File: src/rtl/rtc_irq_pkg.sv
package rtc_irq_pkg;
  localparam int DATA_W  = 8;
  localparam int ADDR_W  = 2;
  localparam int NUM_EVT = 3;

  // event index, also bit order above EVT_LSB
  localparam int EV_UPD = 0;
  localparam int EV_ALM = 1;
  localparam int EV_PER = 2;

  localparam int TOP_BIT  = DATA_W - 1;
  localparam int EVT_LSB  = TOP_BIT - NUM_EVT;
  localparam int MODE_W   = EVT_LSB;

  localparam logic [ADDR_W-1:0] ADDR_CTRL = 2'd0;
  localparam logic [ADDR_W-1:0] ADDR_FLAG = 2'd1;
  localparam logic [ADDR_W-1:0] ADDR_STAT = 2'd2;

  typedef struct packed {
    logic ctrl_wr;
    logic flag_rd;
  } acc_t;
endpackage

File: src/rtl/rtc_bus_decode.sv
module rtc_bus_decode
  import rtc_irq_pkg::*;
(
  input  logic              req_i,
  input  logic              we_i,
  input  logic [ADDR_W-1:0] addr_i,
  output acc_t              acc_o
);
  always_comb begin
    acc_o.ctrl_wr = req_i &&  we_i && (addr_i == ADDR_CTRL);
    acc_o.flag_rd = req_i && !we_i && (addr_i == ADDR_FLAG);
  end
endmodule

File: src/rtl/rtc_ctrl_reg.sv
module rtc_ctrl_reg
  import rtc_irq_pkg::*;
(
  input  logic               clk_i,
  input  logic               rst_ni,
  input  logic               wr_i,
  input  logic [DATA_W-1:0]  wdata_i,
  output logic [NUM_EVT-1:0] en_o,
  output logic               hold_o,
  output logic [MODE_W-1:0]  mode_o
);
  logic [NUM_EVT-1:0] en_q;
  logic               hold_q;
  logic [MODE_W-1:0]  mode_q;
  logic               hold_rise;

  assign hold_rise = wdata_i[TOP_BIT] && !hold_q;

  always_ff @(posedge clk_i or negedge rst_ni) begin
    if (!rst_ni) begin
      hold_q <= 1'b0;
      mode_q <= '0;
    end else if (wr_i) begin
      hold_q <= wdata_i[TOP_BIT];
      mode_q <= wdata_i[MODE_W-1:0];
    end
  end

  for (genvar i = 0; i < NUM_EVT; i++) begin : g_en
    logic nxt;
    // entering hold forces the update enable off
    if (i == EV_UPD) begin : g_upd
      assign nxt = wdata_i[EVT_LSB+i] && !hold_rise;
    end else begin : g_oth
      assign nxt = wdata_i[EVT_LSB+i];
    end
    always_ff @(posedge clk_i or negedge rst_ni) begin
      if (!rst_ni)   en_q[i] <= 1'b0;
      else if (wr_i) en_q[i] <= nxt;
    end
  end

  assign en_o   = en_q;
  assign hold_o = hold_q;
  assign mode_o = mode_q;
endmodule

File: src/rtl/rtc_flag_reg.sv
module rtc_flag_reg
  import rtc_irq_pkg::*;
(
  input  logic               clk_i,
  input  logic               rst_ni,
  input  logic [NUM_EVT-1:0] evt_i,
  input  logic               clr_i,
  input  logic [NUM_EVT-1:0] en_i,
  output logic [NUM_EVT-1:0] flag_o,
  output logic               sum_o
);
  logic [NUM_EVT-1:0] flag_q;

  for (genvar i = 0; i < NUM_EVT; i++) begin : g_flag
    // set wins over clear-on-read
    always_ff @(posedge clk_i or negedge rst_ni) begin
      if (!rst_ni)       flag_q[i] <= 1'b0;
      else if (evt_i[i]) flag_q[i] <= 1'b1;
      else if (clr_i)    flag_q[i] <= 1'b0;
    end
  end

  assign flag_o = flag_q;
  assign sum_o  = |(flag_q & en_i);
endmodule

File: src/rtl/rtc_rd_mux.sv
module rtc_rd_mux
  import rtc_irq_pkg::*;
(
  input  logic [ADDR_W-1:0]  addr_i,
  input  logic               hold_i,
  input  logic [NUM_EVT-1:0] en_i,
  input  logic [MODE_W-1:0]  mode_i,
  input  logic [NUM_EVT-1:0] flag_i,
  input  logic               sum_i,
  output logic [DATA_W-1:0]  rdata_o
);
  always_comb begin
    rdata_o = '0;
    unique case (addr_i)
      ADDR_CTRL: rdata_o = {hold_i, en_i, mode_i};
      ADDR_FLAG: rdata_o = {sum_i, flag_i, {MODE_W{1'b0}}};
      ADDR_STAT: rdata_o[TOP_BIT] = 1'b1;
      default:   rdata_o = '0;
    endcase
  end
endmodule

File: src/rtl/rtc_irq_regs.sv
module rtc_irq_regs
  import rtc_irq_pkg::*;
(
  input  logic              clk_i,
  input  logic              rst_ni,
  input  logic              periodic_evt_i,
  input  logic              alarm_evt_i,
  input  logic              update_evt_i,
  input  logic              req_i,
  input  logic              we_i,
  input  logic [ADDR_W-1:0] addr_i,
  input  logic [DATA_W-1:0] wdata_i,
  output logic [DATA_W-1:0] rdata_o,
  output logic              irq_no,
  output logic              update_hold_o,
  output logic [MODE_W-1:0] mode_o
);
  acc_t               acc;
  logic [NUM_EVT-1:0] evt;
  logic [NUM_EVT-1:0] en_w;
  logic [NUM_EVT-1:0] flag_w;
  logic               sum_w;

  always_comb begin
    evt         = '0;
    evt[EV_PER] = periodic_evt_i;
    evt[EV_ALM] = alarm_evt_i;
    evt[EV_UPD] = update_evt_i;
  end

  rtc_bus_decode u_dec (
    .req_i  (req_i),
    .we_i   (we_i),
    .addr_i (addr_i),
    .acc_o  (acc)
  );

  rtc_ctrl_reg u_ctrl (
    .clk_i   (clk_i),
    .rst_ni  (rst_ni),
    .wr_i    (acc.ctrl_wr),
    .wdata_i (wdata_i),
    .en_o    (en_w),
    .hold_o  (update_hold_o),
    .mode_o  (mode_o)
  );

  rtc_flag_reg u_flag (
    .clk_i  (clk_i),
    .rst_ni (rst_ni),
    .evt_i  (evt),
    .clr_i  (acc.flag_rd),
    .en_i   (en_w),
    .flag_o (flag_w),
    .sum_o  (sum_w)
  );

  rtc_rd_mux u_mux (
    .addr_i  (addr_i),
    .hold_i  (update_hold_o),
    .en_i    (en_w),
    .mode_i  (mode_o),
    .flag_i  (flag_w),
    .sum_i   (sum_w),
    .rdata_o (rdata_o)
  );

  assign irq_no = ~sum_w;
endmodule

File: config.mk
export PLATFORM = sky130hd
export DESIGN_NAME = rtc_irq_regs
export DESIGN_NICKNAME = d
export VERILOG_FILES = /design/src/rtl/rtc_irq_pkg.sv /design/src/rtl/rtc_bus_decode.sv /design/src/rtl/rtc_ctrl_reg.sv /design/src/rtl/rtc_flag_reg.sv /design/src/rtl/rtc_rd_mux.sv /design/src/rtl/rtc_irq_regs.sv
export SDC_FILE = /design/constraint.sdc
export NUM_CORES = 1
export LEC_CHECK = 0
export BUFFER_PORTS_ARGS = -buffer_cell sky130_fd_sc_hd__buf_4
export CAP_MARGIN = 20
export CORE_AREA = 2 2 43 45
export DETAILED_ROUTE_END_ITERATION = 8
export DIE_AREA = 0 0 45 47
export GPL_TIMING_DRIVEN = 0
export PLACE_DENSITY_LB_ADDON = 0.1
export SLEW_MARGIN = 5
export SYNTH_ARGS = -nofsm -noshare
export SYNTH_HDL_FRONTEND = slang
export SYNTH_SLANG_ARGS = --single-unit
export TNS_END_PERCENT = 50
File: constraint.sdc
create_clock -name clk_i -period 0.8 [get_ports clk_i]
set_input_delay 0.04 -clock clk_i [delete_from_list [all_inputs] [get_ports clk_i]]
set_output_delay 0.04 -clock clk_i [all_outputs]
set_load 0.005 [all_outputs]
==> Word-level counts from Yosys, hierarchy flattened <==
Cells that the tools add are included.
{ "totals": {"ff_bits": 11, "latch_bits": 0, "ram_bits": 0, "romBits": 0, "out_inout_bits": 14, "n_memories": 0} }
{ "classes": {"addsub": 0, "mul": 0, "n_div": 0, "magnitude_cmp": 0, "n_eq_ne": 2, "n_shift": 0, "muxes": 6, "bitwise_logic": 2, "reduce_logical": 14} }
{ "ops": {"columns": ["op", "count"], "rows": [
  ["$pmux W7 S2", 1],
  ["$logic_and A1 B1 Y1", 6],
  ["$reduce_bool A2 Y1", 3],
  ["$mux W1", 4],
  ["$and A3 B3 Y3", 1],
  ["$logic_not A1 Y1", 3],
  ["$pmux W1 S3", 1],
  ["$reduce_or A3 Y1", 1],
  ["$eq A2 B1 Y1 const B", 1],
  ["$eq A2 B2 Y1 const B", 1],
  ["$logic_not A2 Y1", 1],
  ["$not A1 Y1", 1]
]} }

==> Logic depth before layout (Yosys ltp) <==
{ "logic_depth": {"ltp_word": 5, "mapped_depth": 5, "ltp_nobuf": 3} }

==> By module <==
Synthesis repeated with hierarchy kept, for this count alone.
{ "hier_totals": {"cells_unflattened": 47, "area_unflattened_um2": 589.3} }
{ "by_module_without_submodules": {"columns": ["module", "n_inst", "cells_per_inst", "area_each_um2", "seq_area_each_um2"], "rows": [
  ["rtc_ctrl_reg", 1, 20, 336.6, 200.2],
  ["rtc_flag_reg", 1, 9, 116.4, 75.1],
  ["rtc_rd_mux", 1, 15, 107.6, 0.0],
  ["rtc_bus_decode", 1, 2, 25.0, 0.0],
  ["rtc_irq_regs", 1, 1, 3.8, 0.0]
]} }

==> Worst setup path before layout <==
Ideal clock, no wire load.
{ "synth_timing": {"path_kind": "flip-flop to output port", "startpoint": "register u_flag.flag_q[0], in the netlist u_flag.flag_o[0]", "endpoint": "output rdata_o[7]", "t_arrival_ns": 1.015, "required_time_ns": 0.760, "path_slack_ns": -0.255, "path_stages_with_launch": 4, "path_buffers": 0, "path_cell_list": "dfrtp_1 -> a222oi_1 -> o21ai_0 -> o31a_1"} }
{ "synth_between": {"elab_chain_len": 3} }
{ "synth_lines": {"columns": ["element", "line", "rtl"], "rows": [
  ["start: declaration", "rtc_flag_reg.sv:12", "logic [NUM_EVT-1:0] flag_q;"],
  ["start signal: indexed assignment", "rtc_flag_reg.sv:17", "if (!rst_ni) flag_q[i] <= 1'b0;"],
  ["start signal: indexed assignment", "rtc_flag_reg.sv:18", "else if (evt_i[i]) flag_q[i] <= 1'b1;"],
  ["start signal: indexed assignment", "rtc_flag_reg.sv:19", "else if (clr_i) flag_q[i] <= 1'b0;"],
  ["$and A3 B3 Y3", "rtc_flag_reg.sv:24", "assign sum_o = |(flag_q & en_i);"],
  ["$reduce_or A3 Y1", "rtc_flag_reg.sv:24", null],
  ["$pmux W1 S3", "rtc_rd_mux.sv:14", "unique case (addr_i)"],
  ["end: declaration", "rtc_irq_regs.sv:13", "output logic [DATA_W-1:0] rdata_o,"]
]} }
Every way passes these cells.

==> Worst setup path after layout <==
{ "layout_timing": {"startpoint": "register u_ctrl.en_q[0], in the netlist u_ctrl.en_o[0]", "endpoint": "output rdata_o[7]"} }
{ "layout_between": {"elab_chain_len": 3} }
{ "layout_lines": {"columns": ["element", "line", "rtl"], "rows": [
  ["start: declaration", "rtc_ctrl_reg.sv:12", "logic [NUM_EVT-1:0] en_q;"],
  ["start signal: indexed assignment", "rtc_ctrl_reg.sv:39", "else if (wr_i) en_q[i] <= nxt;"],
  ["$and A3 B3 Y3", "rtc_flag_reg.sv:24", null],
  ["$reduce_or A3 Y1", "rtc_flag_reg.sv:24", null],
  ["$pmux W1 S3", "rtc_rd_mux.sv:14", null]
]} }
Every way passes these cells.

==> impl_results.md <==
- Crit path launch type: flop
- PD cells: 1750 nW/um^2
- Fin area: 1030 sq um
- # clock sinks: 11
- Worst Max-Slew Pin Slew: 0.372 ns
- Post-synth top cells: 11 x dfrtp_1, 7 x mux2_4, 4 x and2_1, 4 x mux2i_1
- Worst VDD drop: 1.04 mV
- Critical Path Start: u_ctrl.en_o[0]
- Post-Route WL: 1260 microns
- PortBufs: 29
- Mapped cell area: 563 sq um
- Fmax: 698 MHz
- Total gr overflow: 0
- Vias: 501
- Fin crit period: 1.43 ns
- Synth area leaders: dfrtp_1 49%, mux2_4 19%, mux2i_1 7.1%, and2_1 4.4%, a21o_1 4.0%
- GP Congestion: 0.653
- Clock latency on the worst-skew pair: 0.26 ns
- GRT Max-Usage Layer: met2
- Most common cell in the synthesized netlist: dfrtp_1
- Grt met2 use: 22.3%
- Largest net degree at the start of global routing: 12
- Setup-failing EPs final: 20
- Total GRT Usage: 13.9%
- Crit-path max FO: 2
- Max Clock Skew: 0.0000266 ns
- Outcome: finished, violations left
- Hold Vio Cnt, Final: 0
- Clock root buffer: clkbuf_4
- Crit Path Class: reg2out
- Post-DP HPWL: 895 microns
- CP endpoint kind: primary output
- H-tree levels: 1
- CP arrival: 1.39 ns
- Fin Setup TNS: -3.50 ns
- Syn Nets: 60
- Nets@finish: 112
- Netlist cell types: 15
- Initial Util: 34.1%
- Synth top area share: 48.9%
- Failing checks: negative setup slack
- Final antenna-violating net count: 0
- Placement Cell Area: 818 sq um
- Reg2reg start: u_ctrl.mode_o[2]
- Layout Cells excl Fill: 111
- Fraction of layout instances using a drive strength above 1: 55.3%
- DR vias/cell: 4.51
- Tightest Hold Check Type: in2reg
- Core area: 1650 sq um
- Max Cap Viol: 0
- Unrepaired setup endpoints after global routing: yes
- Pleak: 0.503 nW
- CTS Buffer Depth: 2
- Dpl ws: -0.380 ns
- Starting DRT DRC Count: 4
- Sequential share of the synthesized area: 48.9%
- Yosys reg bits: 11
- Ys Warns: 0
- Largest area contributor in the netlist: dfrtp_1
- Fin util: 62.3%
- GR Layer Usage met3: 2.31%
- Initial antenna violation count: 0
- Slew Viols, Final: 0
- Die Wd: 45 microns
- Post-Synthesis Cells: 43
- Hold_ws: 0.0222 ns
- Worst Hold Launch: wdata_i[7]
- Syn avg cell area: 13.1 sq um
- Clk pin slew, worst setup/hold paths: 0.06 ns
- Worst rel slew slack: 75.2%
- Top FF cell, synth: dfrtp_1
- Num ports: 31
- Num CTS Buffers: 3
- Post-synthesis async set-or-reset flop share: 100%
- Fin crit share: 179%
- Post-synth EDFFs: 0
- First-pass GRT wire length: 2020 microns
- 1st-pass router iterations: 4
- Slack of the critical path: -0.633 ns
- Die Ht: 47 microns
- Num rows: 15
- Routed len/inst: 11.4 microns
- Growth of design area from synthesis to finish: 82.9%
- Met1 global-route usage: 17.5%
- Vias in the first global route: 473
- Total chip power: 1.80 mW
- CP required: 0.76 ns
- # DRC: 0
- # diodes: 0
- DP Cell Count: 89
- Die Area: 2120 sq um
- TritonCTS clock tree: done
## worst max-delay path, cell delays in order, from the launching register on
cell and delay (ns):
dfrtp_1 0.38, a222oi_1 0.41, o21ai_1 0.10, o31a_1 0.11, buf_4 0.13
## cell families after synthesis
kind of cell    after synthesis  synth area share [%]
mux                          11                  25.8
compound gates                7                  9.11
flops                        11                  48.9
buf+inv                       4                  4.67
simple gates                 10                  11.6
## registers in the layout, summed over array words and instances, names as in the netlist
name / cells
u_ctrl.mode_o: 4
u_ctrl.en_o: 3
u_flag.flag_o: 3
u_ctrl.hold_o: 1
## layout by cell type, fill, tap and decap left out, drive strengths merged
| cell type | n |
|---|---|
| a21o | 3 |
| a222oi | 1 |
| and2 | 4 |
| and3 | 1 |
| buf | 39 |
| clkbuf | 4 |
| dfrtp | 11 |
| dlygate4sd3 | 10 |
| inv | 2 |
| mux2 | 7 |
| mux2i | 4 |
| nand4bb | 1 |
| nor2 | 4 |
| o21ai | 2 |
| o31a | 1 |
## layout make-up
class,instances,area (sq um)
Multi-Input combinational cell,28,269
Clock buffer,4,26.3
Fill cell,136,622
Sequential cell,11,275
Buffer,2,30.0
Tap cell,17,21.3
Inverter,2,7.51
Timing Repair Buffer,47,400
## metal layers
metal	up-vias	wire [microns]
li1	254	-
met1	230	557
met2	17	626
met3	0	81
met4	0	0
met5	-	0
## where the power goes
group,total [mW],switching [mW],internal (mW)
combinational,0.707,0.200,0.507
sequential,0.732,0.0792,0.653
clock,0.361,0.169,0.192
total,1.80,0.448,1.35
## path summary, 6_finish.rpt
check                                   end  slack [ns]  depth (start not counted)
setup / recovery                 rdata_o[7]       -0.63                          4
hold / removal                u_ctrl.hold_o        0.02                          2
setup reg to reg           u_ctrl.mode_o[2]       -0.10                          2
hold reg to reg            u_flag.flag_o[2]        0.51                          1
max in group asynchronous     u_ctrl.hold_o        0.51                          2
min in group asynchronous  u_ctrl.mode_o[0]        0.14                          2
## timing repair
action	CTS	global route
gates resized for setup	3	6
hold buffers	9	1
buffers inserted	7	3
setup endpoints to repair	16	22
endpoints found under the hold margin	19	1
pin swaps	1	3
No activity file was read; power rests on OpenSTA's default activity.
